## src/rtl/jcu_pkg.sv

```systemverilog
package jcu_pkg;

   typedef enum logic [2:0] {
      SEL_ZERO_CLR  = 3'd0,
      SEL_ZERO_SET  = 3'd1,
      SEL_CARRY_CLR = 3'd2,
      SEL_CARRY_SET = 3'd3,
      SEL_NEG       = 3'd4,
      SEL_SGE       = 3'd5,
      SEL_SLT       = 3'd6,
      SEL_ALWAYS    = 3'd7
   } sel_e;

   typedef struct packed {
      logic n;
      logic z;
      logic c;
      logic v;
   } flags_t;

   localparam int SEL_COUNT = 8;

   function automatic logic sel_holds(sel_e s, flags_t f);
      logic r;
      case (s)
         SEL_ZERO_CLR:  r = ~f.z;
         SEL_ZERO_SET:  r = f.z;
         SEL_CARRY_CLR: r = ~f.c;
         SEL_CARRY_SET: r = f.c;
         SEL_NEG:       r = f.n;
         SEL_SGE:       r = ~(f.n ^ f.v);
         SEL_SLT:       r = f.n ^ f.v;
         default:       r = 1'b1;
      endcase
      return r;
   endfunction

endpackage

```

## src/rtl/jcu_field_split.sv

```systemverilog
module jcu_field_split #(
   parameter int INSN_W = 16,
   parameter int OPC_W  = 3,
   parameter int COND_W = 3,
   parameter int OFFS_W = 10,
   parameter logic [OPC_W-1:0] JUMP_OPC = 3'b001
) (
   input  logic [INSN_W-1:0] insn,
   output logic              is_jump,
   output logic [COND_W-1:0] cond,
   output logic [OFFS_W-1:0] offs
);

   localparam int OPC_LSB  = INSN_W - OPC_W;
   localparam int COND_LSB = OFFS_W;

   if (OPC_W + COND_W + OFFS_W != INSN_W) begin : g_bad_split
      $error("jcu_field_split: field widths do not fill the word");
   end

   assign is_jump = (insn[OPC_LSB +: OPC_W] == JUMP_OPC);
   assign cond    = insn[COND_LSB +: COND_W];
   assign offs    = insn[OFFS_W-1:0];

endmodule

```

## src/rtl/jcu_cond_eval.sv

```systemverilog
module jcu_cond_eval #(
   parameter int COND_W = 3
) (
   input  jcu_pkg::flags_t   flags,
   input  logic [COND_W-1:0] cond,
   output logic              hit
);

   localparam int NSEL = 1 << COND_W;

   if (NSEL != jcu_pkg::SEL_COUNT) begin : g_bad_sel
      $error("jcu_cond_eval: selector width must give eight conditions");
   end

   logic [NSEL-1:0] hits;

   for (genvar k = 0; k < NSEL; k++) begin : g_sel
      assign hits[k] = jcu_pkg::sel_holds(jcu_pkg::sel_e'(k), flags);
   end

   assign hit = hits[cond];

endmodule

```

## src/rtl/jcu_target.sv

```systemverilog
module jcu_target #(
   parameter int ADDR_W    = 16,
   parameter int OFFS_W    = 10,
   parameter int WORD_LOG2 = 1
) (
   input  logic [ADDR_W-1:0] pc,
   input  logic [OFFS_W-1:0] offs,
   output logic [ADDR_W-1:0] target,
   output logic [ADDR_W-1:0] seq
);

   localparam int EXT_W = ADDR_W - OFFS_W;
   localparam logic [ADDR_W-1:0] ALIGN_MASK = ~{{(ADDR_W-1){1'b0}}, 1'b1};

   if (EXT_W < WORD_LOG2 || WORD_LOG2 < 1) begin : g_bad_target
      $error("jcu_target: address too narrow for shifted displacement");
   end

   logic [ADDR_W-1:0] offs_ext;
   logic [ADDR_W-1:0] byte_off;
   logic [ADDR_W-1:0] pc_even;
   logic [ADDR_W-1:0] sum;

   assign offs_ext = {{EXT_W{offs[OFFS_W-1]}}, offs};
   assign byte_off = offs_ext << WORD_LOG2;
   assign pc_even  = pc & ALIGN_MASK;
   assign sum      = pc_even + byte_off;
   assign target   = sum & ALIGN_MASK;
   assign seq      = pc_even;

endmodule

```

## src/rtl/jump_unit.sv

```systemverilog
module jump_unit #(
   parameter int ADDR_W    = 16,
   parameter int INSN_W    = 16,
   parameter int OPC_W     = 3,
   parameter int COND_W    = 3,
   parameter int OFFS_W    = 10,
   parameter int WORD_LOG2 = 1,
   parameter logic [OPC_W-1:0] JUMP_OPC = 3'b001,
   parameter bit PIPE_OUT  = 1'b1
) (
   input  logic              clk,
   input  logic              rst_n,
   input  logic [INSN_W-1:0] insn_i,
   input  logic [ADDR_W-1:0] pc_i,
   input  logic              flag_n_i,
   input  logic              flag_z_i,
   input  logic              flag_c_i,
   input  logic              flag_v_i,
   output logic              is_jump_o,
   output logic              taken_o,
   output logic [ADDR_W-1:0] pc_next_o
);

   jcu_pkg::flags_t   flags_c;
   logic              is_jump_c;
   logic [COND_W-1:0] cond_c;
   logic [OFFS_W-1:0] offs_c;
   logic              hit_c;
   logic [ADDR_W-1:0] target_c;
   logic [ADDR_W-1:0] seq_c;
   logic              taken_c;
   logic [ADDR_W-1:0] pc_c;

   assign flags_c = '{n: flag_n_i, z: flag_z_i, c: flag_c_i, v: flag_v_i};

   jcu_field_split #(
      .INSN_W(INSN_W), .OPC_W(OPC_W), .COND_W(COND_W),
      .OFFS_W(OFFS_W), .JUMP_OPC(JUMP_OPC)
   ) i_split (
      .insn(insn_i), .is_jump(is_jump_c), .cond(cond_c), .offs(offs_c)
   );

   jcu_cond_eval #(.COND_W(COND_W)) i_cond (
      .flags(flags_c), .cond(cond_c), .hit(hit_c)
   );

   jcu_target #(
      .ADDR_W(ADDR_W), .OFFS_W(OFFS_W), .WORD_LOG2(WORD_LOG2)
   ) i_target (
      .pc(pc_i), .offs(offs_c), .target(target_c), .seq(seq_c)
   );

   assign taken_c = is_jump_c & hit_c;
   assign pc_c    = taken_c ? target_c : seq_c;

   if (PIPE_OUT) begin : g_reg
      always_ff @(posedge clk or negedge rst_n) begin
         if (!rst_n) begin
            is_jump_o <= 1'b0;
            taken_o   <= 1'b0;
            pc_next_o <= '0;
         end else begin
            is_jump_o <= is_jump_c;
            taken_o   <= taken_c;
            pc_next_o <= pc_c;
         end
      end
   end else begin : g_comb
      assign is_jump_o = is_jump_c;
      assign taken_o   = taken_c;
      assign pc_next_o = pc_c;
   end

endmodule

```

## config.mk

```make
export PLATFORM = sky130hd
export DESIGN_NAME = jump_unit
export DESIGN_NICKNAME = d
export VERILOG_FILES = /design/src/rtl/jcu_pkg.sv /design/src/rtl/jcu_field_split.sv /design/src/rtl/jcu_cond_eval.sv /design/src/rtl/jcu_target.sv /design/src/rtl/jump_unit.sv
export SDC_FILE = /design/constraint.sdc
export NUM_CORES = 1
export LEC_CHECK = 0
export BUFFER_PORTS_ARGS = -buffer_cell sky130_fd_sc_hd__buf_2
export CAP_MARGIN = 10
export CORE_MARGIN = 1.5
export CORE_UTILIZATION = 30
export CTS_BUF_LIST = sky130_fd_sc_hd__clkbuf_2 sky130_fd_sc_hd__clkbuf_4 sky130_fd_sc_hd__clkbuf_8
export CTS_CLUSTER_SIZE = 14
export DETAILED_ROUTE_END_ITERATION = 16
export SYNTH_ARGS = -nofsm -noshare
export SYNTH_HDL_FRONTEND = slang
export SYNTH_HIERARCHICAL = 1
export SYNTH_SLANG_ARGS = --single-unit
```

## constraint.sdc

```tcl
create_clock -name clk -period 0.8 [get_ports clk]
set_input_delay 0.04 -clock clk [delete_from_list [all_inputs] [get_ports clk]]
set_output_delay 0.04 -clock clk [all_outputs]
set_load 0.01 [all_outputs]
```

# --- Word-level counts from Yosys, hierarchy flattened ---
# Index checks and enable logic that the tools add are counted.
classes:
  add_sub_neg: 1
  n_lt_le_gt_ge: 1
  eq_ne: 1
  mux: 3
  bitwise: 5
ops:
  columns: ["cell", "n"]
  rows:
  - ["16-bit adder", 1]
  - ["16-bit 2-to-1 mux", 1]
  - ["3-bit by 4-bit < comparator with 1-bit output, second input constant", 1]
  - ["1-bit binary-select mux with 3-bit select", 1]
  - ["3-bit by 1-bit equality test with 1-bit output, second input constant", 1]
  - ["1-bit NOT", 3]
  - ["1-bit bitwise AND", 1]
  - ["1-bit 2-to-1 mux", 1]
  - ["1-bit XOR", 1]
word_totals:
  reg_bits: 18

# --- Logic depth before layout (Yosys ltp) ---
logic_depth:
  ltp_word: 6
  depth_mapped: 10

# --- Modules after synthesis ---
# The synthesis kept the hierarchy.
modules_own_cells:
  columns: ["mod", "instances", "cells_each", "area_per_inst_um2", "seq_area_each_um2"]
  rows:
  - ["jcu_target", 1, 96, 744.5, 0.0]
  - ["jump_unit", 1, 37, 699.4, 450.4]
  - ["jcu_field_split", 1, 14, 110.1, 0.0]
  - ["jcu_cond_eval", 1, 9, 77.6, 0.0]

# --- Worst setup path before layout ---
# No wires, ideal clock.
synth_timing:
  kind: "input-to-reg"
  startpoint: "input insn_i[0]"
  endpoint: "register pc_next_o[15]"
  setup_time_ns: 0.125
  arrival_ns: 1.912
  t_required_ns: 0.675
  slack_ns: -1.237
  cell_stages: 10
  n_path_buf: 1
  path_cell_list: "buf_4 -> ha_1 -> fa_1 -> a21oi_1 -> o221a_4 -> o21a_1 -> o211ai_2 -> a21oi_2 -> xnor2_1 -> mux2_2"
synth_via:
  elab_chain_len: 2
synth_rtl:
  columns: ["item", "line_no", "text"]
  rows:
  - ["start, declared", "jump_unit.sv:13", "input logic [INSN_W-1:0] insn_i,"]
  - ["16-bit adder", "jcu_target.sv:27", "assign sum = pc_even + byte_off;"]
  - ["via target_c[15]", "jump_unit.sv:29", "logic [ADDR_W-1:0] target_c;"]
  - ["16-bit 2-to-1 mux", "jump_unit.sv:54", "assign pc_c = taken_c ? target_c : seq_c;"]
  - ["via pc_c[15]", "jump_unit.sv:32", "logic [ADDR_W-1:0] pc_c;"]
  - ["end signal, assigned", "jump_unit.sv:65", "pc_next_o <= pc_c;"]
  - ["end, declared", "jump_unit.sv:21", "output logic [ADDR_W-1:0] pc_next_o"]
# The timed path passes the listed nets, and every way through them passes these cells.

# --- Worst setup path after layout ---
layout_timing:
  startpoint: "input insn_i[0]"
  endpoint: "register pc_next_o[11]"
# Same word-level chain as after synthesis.

==> flow_metrics.py <==
metrics = {
    "global_routing": {
        "grt_pass1_wl_um": 6310,
        "grt_usage": 0.133,
        "antenna_found_initial": 0,
        "globalRouteOverflowTotal": 0,
        "grt_pass1_vias": 1405,
        "grt_max_degree": 19,
    },
    "floorplanning": {
        "die_w_um": 76.7,
        "initial_core_util": 0.315,
        "io_pins": 56,
        "core_sq_mm": 0.00517,
        "rows": 26,
        "dieArea_sq_mm": 0.00589,
        "die_h_um": 76.7,
    },
    "critical_path": {
        "cp-end-kind": "register",
        "cp-start-kind": "input port",
        "worstSetupPathType": "input port to register",
        "cp-endpoint": "pc_next_o[11]$_DFF_PN0_",
        "crit_arrival_ps": 1730,
        "crit_fanout": 2,
        "startpoint": "insn_i[0]",
        "critPathRequiredTime_ps": 950,
    },
    "detailed_routing": {
        "wl_per_cell_um": 12.7,
        "ant_nets": 0,
        "via_per_inst": 4.47,
        "dr.pass1.iters": 4,
        "finalWirelength_um": 3630,
        "vias": 1278,
        "drt_iter0_drc": 27,
        "drc": 0,
    },
    "timing": {
        "maxSlewViolCount": 0,
        "finalSetupViolCount": 22,
        "fin_ws_ps": -777,
        "hold_viol": 0,
        "rsz0062_at_grt": "yes",
        "fmax_ghz": 0.634,
        "setup_tns_ps": -9090,
        "finalCriticalPeriod_ps": 1580,
        "finalCritPeriodShare": 1.97,
        "whs_ps": 21.6,
    },
    "logic_synthesis": {
        "netlist_instances": 156,
        "yosysWarnings": 6,
        "synthAdderAreaFrac": 0.120,
        "syn_area_sq_mm": 0.00163,
        "ys_seq_area_frac": 0.276,
        "synth_compound_gate_area_share": 0.137,
        "ys_seq_elements": 18,
        "ys_types": 39,
        "synthMuxAreaShare": 0.137,
        "synthSimpleGateAreaFrac": 0.0928,
        "synth_xor_area_frac": 0.0752,
        "synth.avg_cell_area_sq_um": 10.5,
        "synth_top_family_by_area": "buffers and inverters",
    },
    "run": {
        "drv_cap": 0,
    },
    "outcome": {
        "outcome": "complete, but fails checks",
        "violations": "setup timing",
    },
    "clock_tree": {
        "clk_pin_slew_ps": 80,
        "clock_sinks": 18,
        "clockBufferDepth": 2,
        "root_buffer": "clkbuf_8",
        "h-tree-depth": 1,
        "cts_tree": "yes",
        "cts_buffers": 3,
    },
    "power_and_ir_drop": {
        "p_leak_nw": 1.11,
        "vdd_drop_max_mv": 0.681,
        "power_density_mw_per_mm2": 1330,
    },
    "final_layout": {
        "fin_nets": 270,
        "area_growth_syn_to_layout_pct": 40.3,
        "fin_cells": 286,
        "n_antenna_cell": 0,
        "drive_gt1_frac": 0.606,
    },
    "placed_design": {
        "io_buffers": 54,
        "dp_hpwl_um": 2710,
        "placedCellCount": 276,
        "gp_congestion": 0.833,
    },
    "min_path": {
        "hp-class": "input port to register",
    },
}
power breakdown:
| group | leakage (nW) | internal [mW] | switching, mW |
|---|---|---|---|
| sequential | 0.214 | 0.978 | 0.0182 |
| clock | 0.0288 | 0.438 | 0.344 |
| combinational | 0.866 | 0.711 | 0.557 |
| total | 1.11 | 2.13 | 0.919 |
layout by cell type (no fill, tap or decap), types with 6 or more instances in the layout:
cell type and instances:
buf_2 48, nor2_1 6, dfrtp_1 18, ha_1 8, buf_4 28, ha_4 6, xnor2_1 9, mux2_4 11
nand2_1 7
cell usage after synthesis (all sizes together):
cell type,instances,share of area
o2111ai,2,0.011
o311ai,1,0.0054
nor2,8,0.018
o22ai,1,0.0038
ha,14,0.11
dfrtp,18,0.28
nor2b,1,0.0038
inv,4,0.0092
o221a,1,0.012
xnor2,9,0.048
o21ai,2,0.0061
o21a,2,0.0092
mux2i,1,0.0061
or3b,1,0.0054
conb,1,0.0023
and4,1,0.0054
xor2,5,0.027
fa,1,0.012
nor3,1,0.0031
o21bai,1,0.0046
a211oi,2,0.015
nand2,8,0.023
a21o,1,0.0046
nand3,5,0.015
nor3b,1,0.0077
a31oi,1,0.0038
nand4b,1,0.0054
mux2,16,0.13
a21boi,1,0.0046
buf,31,0.15
o211ai,2,0.012
and3b,1,0.0054
a21oi,10,0.035
a2111oi,1,0.0092
state kept, by name, indices dropped and copies added, names as in the netlist:
name	flops
is_jump_o	1
pc_next_o	16
taken_o	1
how the worst min path moves through the flow:
| stage | slack (ps) | to | start | cells after the start |
|---|---|---|---|---|
| global route | 20 | pc_next_o[10]$_DFF_PN0_ | pc_i[10] | 2 |
| floorplan | -260 | is_jump_o$_DFF_PN0_ | rst_n | 0 |
| CTS | 10 | pc_next_o[10]$_DFF_PN0_ | pc_i[10] | 2 |
| finish | 20 | pc_next_o[10]$_DFF_PN0_ | pc_i[10] | 2 |
| global placement | 20 | is_jump_o$_DFF_PN0_ | rst_n | 1 |
| detailed placement | 20 | is_jump_o$_DFF_PN0_ | rst_n | 1 |
routing by layer:
| layer | vias to the layer above | wire (um) | track usage |
|---|---|---|---|
| met1 | 591 | 1650 | 0.160 |
| met4 | 0 | 38 | 0.0333 |
| met3 | 5 | 161 | 0.0274 |
| met2 | 39 | 1780 | 0.240 |
| li1 | 643 | - | - |
| met5 | - | 0 | 0 |
through the flow:
stage          setup WS [ps]  utilization  area (sq um)  power (mW)
4_1_cts                 -792        0.431          2230        3.06
3_3_place_gp           -1080        0.395          2040        2.16
3_5_place_dp           -1120        0.395          2040        2.17
2_1_floorplan          -1020            -          1740        1.84
5_1_grt                 -859        0.443          2290        3.25
6_report                -777        0.443          2290        3.05
layout make-up:
type                       instances  area, sq um
clock buffer                       4         55.1
multi-input combinational        104         1090
inverter                           4         15.0
fill                             508         2880
sequential                        18          450
tap                               70         87.6
timing repair buffer              86          592
critical path, cell delays in order:
cell     delay (ps)
buf_6           100
ha_4            150
fa_2            370
a21oi_4         180
o221a_4         190
o21a_1          150
buf_4           120
nor2_2           30
xor2_1          140
mux2_4          260
cells by family after synthesis:
family / Yosys count
compound gates: 28
buf+inv: 35
mux: 17
xor+xnor: 14
flops: 18
simple gates: 28
other cells: 1
fa+ha+maj: 15
timing repair:
action,CTS,global route
setup endpoints to repair,28,35
pin swaps,6,1
cloned,1,0
buffers inserted,2,1
hold buffers,2,0
gates resized for setup,13,10
hold endpoints to repair,19,0
(Power assumes the default switching activity.)
